--- config.mk ---
export PLATFORM = sky130hd
export DESIGN_NAME = blk_dma
export DESIGN_NICKNAME = d
export VERILOG_FILES = /design/src/rtl/blk_dma.sv
export SDC_FILE = /design/constraint.sdc
export NUM_CORES = 1
export LEC_CHECK = 0
export ABC_CLOCK_PERIOD_IN_PS = 2940
export BUFFER_PORTS_ARGS = -buffer_cell sky130_fd_sc_hd__buf_2
export CAP_MARGIN = 20
export CORE_AREA = 2 2 249 251
export CTS_CLUSTER_DIAMETER = 50
export CTS_CLUSTER_SIZE = 16
export DETAILED_ROUTE_END_ITERATION = 10
export DIE_AREA = 0 0 251 253
export HOLD_SLACK_MARGIN = 0.08
export SLEW_MARGIN = 20
export SYNTH_ARGS = -nofsm -noshare
export SYNTH_HDL_FRONTEND = slang
export SYNTH_SLANG_ARGS = --single-unit
export TNS_END_PERCENT = 1
--- constraint.sdc ---
create_clock -name clk -period 2.94 [get_ports clk]
set_input_delay 0.441 -clock clk [delete_from_list [all_inputs] [get_ports clk]]
set_output_delay 0.441 -clock clk [all_outputs]
set_load 0.02 [all_outputs]
--- src/rtl/blk_dma.sv ---
module blk_dma #(
  parameter int SIZE_W = 12,
  parameter int CNT_W  = 32
) (
  input  logic              clk,
  input  logic              rst_n,
  input  logic              reg_we,
  input  logic [3:0]        reg_addr,
  input  logic [31:0]       reg_wdata,
  output logic [31:0]       reg_rdata,
  input  logic              dma_enable,
  input  logic [SIZE_W-1:0] blk_size,
  input  logic [CNT_W-1:0]  blk_count,
  output logic              mem_req,
  output logic              mem_we,
  output logic [63:0]       mem_addr,
  output logic [31:0]       mem_wdata,
  input  logic              mem_ready,
  input  logic [31:0]       mem_rdata,
  input  logic              buf_in_valid,
  input  logic [31:0]       buf_in_data,
  output logic              buf_in_ready,
  output logic              buf_out_valid,
  output logic [31:0]       buf_out_data,
  input  logic              buf_out_ready,
  output logic              irq
);
  localparam int LEN_W = CNT_W + SIZE_W;
  localparam logic [3:0] A_MODE = 4'd0, A_CTL = 4'd1, A_RST = 4'd2, A_DONE = 4'd3,
                         A_DMSK = 4'd4, A_ERR = 4'd5, A_EMSK = 4'd6, A_ADRL = 4'd7,
                         A_ADRH = 4'd8;

  logic mode_rd, mode_inc, busy, dir_q, inc_q, have;
  logic done_rd, done_wr, err_rd, err_wr, dm_rd, dm_wr, em_rd, em_wr;
  logic [31:0] adr_lo, adr_hi, hold;
  logic [63:0] cur;
  logic [LEN_W-1:0] rem, total, nwords;

  logic wr_ctl, wr_rst, wr_done, wr_err;
  logic start_req, misal, start_ok, start_nil, start_bad;
  logic mem_hs, in_hs, out_hs, step, finish, rst_rd, rst_wr, abort;

  assign wr_ctl  = reg_we && reg_addr == A_CTL;
  assign wr_rst  = reg_we && reg_addr == A_RST;
  assign wr_done = reg_we && reg_addr == A_DONE;
  assign wr_err  = reg_we && reg_addr == A_ERR;

  assign total  = LEN_W'(blk_count) * LEN_W'(blk_size);
  assign nwords = total >> 2;

  assign start_req = wr_ctl && reg_wdata[0] && !busy && dma_enable;
  assign misal     = |adr_lo[3:0];
  assign start_ok  = start_req && !misal && nwords != '0;
  assign start_nil = start_req && !misal && nwords == '0;
  assign start_bad = start_req && misal;

  assign mem_hs = mem_req && mem_ready;
  assign in_hs  = buf_in_valid && buf_in_ready;
  assign out_hs = buf_out_valid && buf_out_ready;
  assign step   = dir_q ? mem_hs : out_hs;
  assign finish = step && rem == LEN_W'(1);
  assign rst_rd = wr_rst && reg_wdata[9];
  assign rst_wr = wr_rst && reg_wdata[8];
  assign abort  = busy && ((rst_rd && dir_q) || (rst_wr && !dir_q));

  assign mem_req       = busy && (dir_q ? have : !have);
  assign mem_we        = dir_q;
  assign mem_addr      = cur;
  assign mem_wdata     = hold;
  assign buf_in_ready  = busy && dir_q && !have;
  assign buf_out_valid = busy && !dir_q && have;
  assign buf_out_data  = hold;
  assign irq = (done_rd && !dm_rd) || (done_wr && !dm_wr) || (err_rd && !em_rd) || (err_wr && !em_wr);

  always_ff @(posedge clk or negedge rst_n) begin
    if (!rst_n) begin
      mode_rd <= 1'b0; mode_inc <= 1'b0; adr_lo <= '0; adr_hi <= '0;
      dm_rd <= 1'b0; dm_wr <= 1'b0; em_rd <= 1'b0; em_wr <= 1'b0;
    end else if (reg_we) begin
      case (reg_addr)
        A_MODE: begin mode_rd <= reg_wdata[16]; mode_inc <= reg_wdata[0]; end
        A_DMSK: begin dm_rd <= reg_wdata[20]; dm_wr <= reg_wdata[16]; end
        A_EMSK: begin em_rd <= reg_wdata[17]; em_wr <= reg_wdata[16]; end
        A_ADRL: adr_lo <= reg_wdata;
        A_ADRH: adr_hi <= reg_wdata;
        default: ;
      endcase
    end
  end

  always_ff @(posedge clk or negedge rst_n) begin
    if (!rst_n) begin
      busy <= 1'b0; dir_q <= 1'b0; inc_q <= 1'b0; have <= 1'b0;
      hold <= '0; cur <= '0; rem <= '0;
    end else begin
      if (abort || finish) busy <= 1'b0;
      else if (start_ok) busy <= 1'b1;
      if (start_ok) begin
        dir_q <= mode_rd; inc_q <= mode_inc; cur <= {adr_hi, adr_lo}; rem <= nwords;
      end else begin
        if (mem_hs && inc_q) cur <= cur + 64'd4;
        if (step) rem <= rem - LEN_W'(1);
      end
      if (start_ok || abort) have <= 1'b0;
      else if (in_hs) begin have <= 1'b1; hold <= buf_in_data; end
      else if (mem_hs && !dir_q) begin have <= 1'b1; hold <= mem_rdata; end
      else if (mem_hs || out_hs) have <= 1'b0;
    end
  end

  always_ff @(posedge clk or negedge rst_n) begin
    if (!rst_n) begin
      done_rd <= 1'b0; done_wr <= 1'b0; err_rd <= 1'b0; err_wr <= 1'b0;
    end else begin
      done_rd <= (done_rd && !(wr_done && !reg_wdata[20]) && !rst_rd)
               || (finish && dir_q && !abort) || (start_nil && mode_rd);
      done_wr <= (done_wr && !(wr_done && !reg_wdata[16]) && !rst_wr)
               || (finish && !dir_q && !abort) || (start_nil && !mode_rd);
      err_rd  <= (err_rd && !(wr_err && !reg_wdata[17]) && !rst_rd) || (start_bad && mode_rd);
      err_wr  <= (err_wr && !(wr_err && !reg_wdata[16]) && !rst_wr) || (start_bad && !mode_rd);
    end
  end

  always_comb begin
    reg_rdata = '0;
    case (reg_addr)
      A_MODE: begin reg_rdata[16] = mode_rd; reg_rdata[0] = mode_inc; end
      A_CTL:  reg_rdata[0] = busy;
      A_DONE: begin reg_rdata[20] = done_rd; reg_rdata[16] = done_wr; end
      A_DMSK: begin reg_rdata[20] = dm_rd; reg_rdata[16] = dm_wr; end
      A_ERR:  begin reg_rdata[17] = err_rd; reg_rdata[16] = err_wr; end
      A_EMSK: begin reg_rdata[17] = em_rd; reg_rdata[16] = em_wr; end
      A_ADRL: reg_rdata = adr_lo;
      A_ADRH: reg_rdata = adr_hi;
      default: ;
    endcase
  end

  p_req_hold_r7: assert property (@(posedge clk) disable iff (!rst_n)
    (mem_req && !mem_ready && !wr_rst) |=> (mem_req && $stable(mem_addr) && $stable(mem_wdata) && $stable(mem_we)));

  p_fixed_addr_r6: assert property (@(posedge clk) disable iff (!rst_n)
    (mem_req && mem_ready && !inc_q) |=> $stable(mem_addr));

  p_addr_step_r4: assert property (@(posedge clk) disable iff (!rst_n)
    (mem_req && mem_ready && inc_q) |=> (mem_addr == $past(mem_addr) + 64'd4));

  p_misalign_r3: assert property (@(posedge clk) disable iff (!rst_n)
    (wr_ctl && reg_wdata[0] && dma_enable && !busy && misal)
      |=> (!busy && ($past(mode_rd) ? err_rd : err_wr)));

  p_disabled_r2: assert property (@(posedge clk) disable iff (!rst_n)
    (wr_ctl && !dma_enable && !busy) |=> !busy);
endmodule

# Word level (Yosys, flattened, before mapping)
# Index checks and enable logic that the tools add are counted.
[word_totals]
input_bits = 151
ff_bits = 218
[op_classes]
eq_ne = 9
addsub = 2
n_mux = 21
bitwise_logic = 1
multipliers = 1
n_reduce_logical = 98
[op_table]
columns = ["op", "count"]
rows = [
  ["64-bit two-way mux", 2],
  ["44-bit two-way mux", 2],
  ["64-bit by 3-bit adder with 64-bit output (second input constant)", 1],
  ["32-bit two-way mux", 2],
  ["1-bit logical AND", 51],
  ["44-bit by 1-bit == test with 1-bit output (second input constant)", 1],
  ["44-bit logical NOT", 1],
  ["32-bit by 12-bit multiplier with 44-bit output", 1],
  ["44-bit nonzero test", 1],
  ["44-bit by 1-bit subtractor with 44-bit output (second input constant)", 1],
  ["15-bit one-hot mux with 2 select lines", 1],
  ["11-bit one-hot mux with 2 select lines", 1],
  ["1-bit logical NOT", 19],
  ["4-bit by 3-bit == test with 1-bit output (second input constant)", 4],
  ["1-bit logical OR", 13],
  ["1-bit one-hot mux with 4 select lines", 3],
  ["2-bit AND reduction", 6],
  ["4-bit by 2-bit == test with 1-bit output (second input constant)", 2],
  ["1-bit two-way mux", 8],
  ["2-bit nonzero test", 4],
  ["1-bit one-hot mux with 7 select lines", 1],
  ["4-bit by 1-bit == test with 1-bit output (second input constant)", 1],
  ["4-bit == test (second input constant)", 1],
  ["4-bit logical NOT", 1],
  ["4 further kinds", 4],
]

# Longest topological paths before layout
[logic_depth]
ltp_word = 10
ltp_mapped = 27

# Worst setup path before layout
# OpenSTA, ideal clock, no wires.
[synth_path]
path_kind = "input -> register"
start = "input blk_size[11]"
end = "register cur[8], in the netlist mem_addr[8]"
cell_stages = 21
slack_ns = -4.081
setup_ns = 0.128
path_buffers = 3
t_arrival_ns = 6.893
t_required_ns = 2.812
path_cell_list = "clkbuf_1 -> nand2_1 -> fa_1 -> fa_1 -> fa_1 -> fa_1 -> fa_1 -> inv_1 -> ha_1 -> clkbuf_1 -> and4_1 -> nor2b_1 -> nand2_1 -> a2111oi_0 -> nor3_1 -> xnor2_1 -> or4_1 -> or4_4 -> o31ai_4 -> buf_4 -> mux2_1"
[synth_via]
elab_chain_cells = 4
word_cells_on_any_way = 5
cone_classes = "1 x mul; 1 x mux; 3 x reduce/logical"
[synth_lines]
columns = ["item", "line", "source"]
rows = [
  ["start, declared", "12", "input logic [SIZE_W-1:0] blk_size,"],
  ["32-bit by 12-bit multiplier with 44-bit output *", "48", "assign total = LEN_W'(blk_count) * LEN_W'(blk_size);"],
  ["44-bit nonzero test *", "53", "assign start_ok = start_req && !misal && nwords != '0;"],
  ["1-bit logical AND *", "53", ""],
  ["64-bit two-way mux or 2-bit nonzero test (tied branches)", "--", ""],
  ["end signal, assigned", "99", "dir_q <= mode_rd; inc_q <= mode_inc; cur <= {adr_hi, adr_lo}; rem <= nwords;"],
  ["end signal, assigned", "101", "if (mem_hs && inc_q) cur <= cur + 64'd4;"],
  ["end, declared", "36", "logic [63:0] cur;"],
]
# Every way passes the cells marked *; elsewhere a longest branch is shown, timed or not.
# A chain may end at the register's enable or synchronous reset.

# Worst setup path after layout
[layout_path]
start = "input blk_size[10]"
end = "register cur[39], in the netlist mem_addr[39]"
# Same word-level chain as after synthesis.

==> flow_summary.ini <==
[cells_and_area]
final_nets = 3771
area_growth_pct = 27.5
layout-drive-gt1-share_pct = 30.2
fin_cells = 4046
multi_input_area_sq_um = 17600
fillers = 5736
seqCellArea_sq_um = 5460

[clock_tree]
clk_latency_ns = 0.57
cts_buffer_depth = 3
cts_tree = yes
cts_inserted_buffers = 25
h-tree-depth = 1
clockRootBuffer = clkbuf_16
cts_sinks = 218
clk_pin_slew_ns = 0.07

[grt]
grt_max_degree = 82
grt.overflow.total = 0
grt_pass1_vias = 22560
grt_util_all_layers_pct = 23.2
grt_pass1_wl_mm = 120
antenna_found_initial = 0

[logic_synthesis]
synth_cell_types = 82
synth_edf_count = 0
syn_area_sq_um = 24100
netlist.top_cell.by_area = fa_1
ys_top_cells_by_area = fa_1, dfrtp_1, nand2_1
synthDominantCellAreaShare_pct = 24.9
synth_cells = 2672
synth-seq-area-share_pct = 22.6
yosys_register_bits = 218
ys_warn_count = 0
synth_ff_type = dfrtp_1
syn-num-nets = 3207
avgSynthCellArea_sq_um = 9.02
postSynth.asyncResetShare_pct = 100

[worst_setup_path]
required_ns = 3.45
path_max_fanout = 19
slowest_delay_ns = 0.56
arrival_ns = 6.90
startpoint_type = primary input
critical_path_class = primary input to flip-flop
endpoint_kind = flip-flop
reg2reg_slack_ns = -0.01
critPathSlowestCell = fa_1
cpMostUsedCell = buf_4

[place]
io_buffers = 315
gp_congestion = 0.904
place_hpwl_mm = 60.4
dp_cells = 3988
dp_slack_ns = -4.32

[drt]
antenna_left = 0
vias_per_cell = 5.36
routedWlPerCell_um = 18.3
drc = 0
vias = 21689
dr.pass1.iters = 5
routed_wirelength_mm = 74.0
initialDrtViolationCount = 1421

[floorplan]
start_util_pct = 39.5
rows = 91
pin_count = 316
die_x_um = 251
core_sq_um = 61000
fp.dieH_um = 253
dieArea_sq_um = 63500

[sta]
max_slew.worst_pin.slew_ns = 0.933
period_share_pct = 218
clock_skew_ns = 0.0342
fmax_mhz = 156
setup_ws_ns = -3.45
slew_headroom_pct = 37.5
hold_violations = 0
min_period_ns = 6.39
rsz0062_at_grt = yes
setup_viol = 114
finalMaxSlewViolations = 0

[job]
drv_cap = 0

[hold_path]
hp-class = primary input to flip-flop

[outcome]
status = complete, but fails checks
violations = negative setup slack
[final timing paths]
check,start,to,depth (start not counted)
max in group asynchronous,rst_n,rem[9],3
max reg2reg,mem_addr[25],mem_addr[63],11
min in group asynchronous,rst_n,adr_hi[7],2
min reg2reg,rem[11],rem[11],1
min,reg_wdata[31],adr_lo[31],2
max,blk_size[10],mem_addr[39],27
[metrics by stage]
stage	util [%]	instance area (sq um)	setup TNS [ns]	hold slack, ns
after floorplan	-	24600	-394.95	0.145
final	50.4	30700	-381.36	0.111
after global routing	50.4	30700	-409.55	0.112
after global placement	48.1	29300	-478.26	0.469
after detailed placement	48.1	29300	-482.52	0.473
after CTS	50.1	30600	-388.61	0.0962
[cells in the mapped netlist, types with 30 or more instances]
master	count
dfrtp_1	218
nor3_1	53
o21ai_0	92
buf_4	34
a21oi_1	140
nor2_1	154
nand2_1	379
xnor2_1	42
clkbuf_1	122
a22o_1	30
ha_1	84
nand3_1	64
inv_1	226
fa_1	300
mux2_2	71
and2_1	190
mux2i_1	46
[worst max-delay path: cells and delay by family]
family | cells | cell delay (ns)
AO/OA/AOI/OAI | 3 | 0.43
adder cells (fa/ha/maj) | 6 | 2.67
buffers and inverters | 10 | 1.26
XOR/XNOR | 1 | 0.14
AND/OR/NAND/NOR | 7 | 1.94
[flip-flops by register name, summed over array words and instances, names as in the netlist]
register	flops
mem_addr	64
rem	44
adr_hi	32
adr_lo	32
buf_out_data	32
busy	1
dm_rd	1
dm_wr	1
done_rd	1
done_wr	1
em_rd	1
em_wr	1
err_rd	1
err_wr	1
have	1
inc_q	1
mem_we	1
mode_inc	1
mode_rd	1
[layer usage]
metal / vias up / share of wire (%) / GRT usage (%)
met2: 733 / 51 / 41.6
met3: 113 / 5.2 / 1.82
met1: 10782 / 42 / 30.0
li1: 10061 / - / -
met5: - / 0 / 0
met4: 0 / 2.4 / 6.46
[placed cells by master, fill, tap and decap left out, types with 41 or more instances in the layout]
cell,netlist,routed
buf_4,34,386
nand2_1,379,372
buf_2,11,306
fa_1,300,293
inv_1,226,226
dfrtp_1,218,218
and2_1,190,185
nor2_1,154,151
a21oi_1,140,122
o21ai_0,92,79
mux2_2,71,71
ha_1,84,68
nand3_1,64,63
nor3_1,53,49
mux2i_1,46,46
xnor2_1,42,41
[cell families (layout without fill, tap and decap cells)]
| group | after synthesis | count (layout) | synth area share [%] |
|---|---|---|---|
| compound gates | 462 | 462 | 12.7 |
| xor+xnor | 65 | 65 | 2.36 |
| fa+ha+maj | 384 | 384 | 29.3 |
| buf+inv | 413 | 996 | 7.11 |
| flops | 218 | 218 | 22.6 |
| mux | 119 | 119 | 5.32 |
| other cells | 0 | 1 | 0 |
| simple gates | 1011 | 1011 | 20.6 |
[layout make-up]
class                   count  area share (%)
inverters                 226            2.76
flip-flops and latches    218            17.7
diodes                      1         0.00814
clock buffers              28            2.10
well taps                 790            3.21
multi-input cells        2041            57.3
repair buffers            724            16.3
clock inverters            18           0.667
[repair_timing]
item / 4_1_cts / 5_1_grt
buffers inserted: 7 / 1
cloned: 2 / 0
gates resized for setup: 61 / 39
endpoints found under the setup margin: 114 / 114
pin swaps: 20 / 14
hold buffers: 1 / 0
endpoints found under the hold margin: 78 / 0
Power is not shown: default switching activity piles up to over one toggle a cycle in this logic, so the estimate is an artifact.
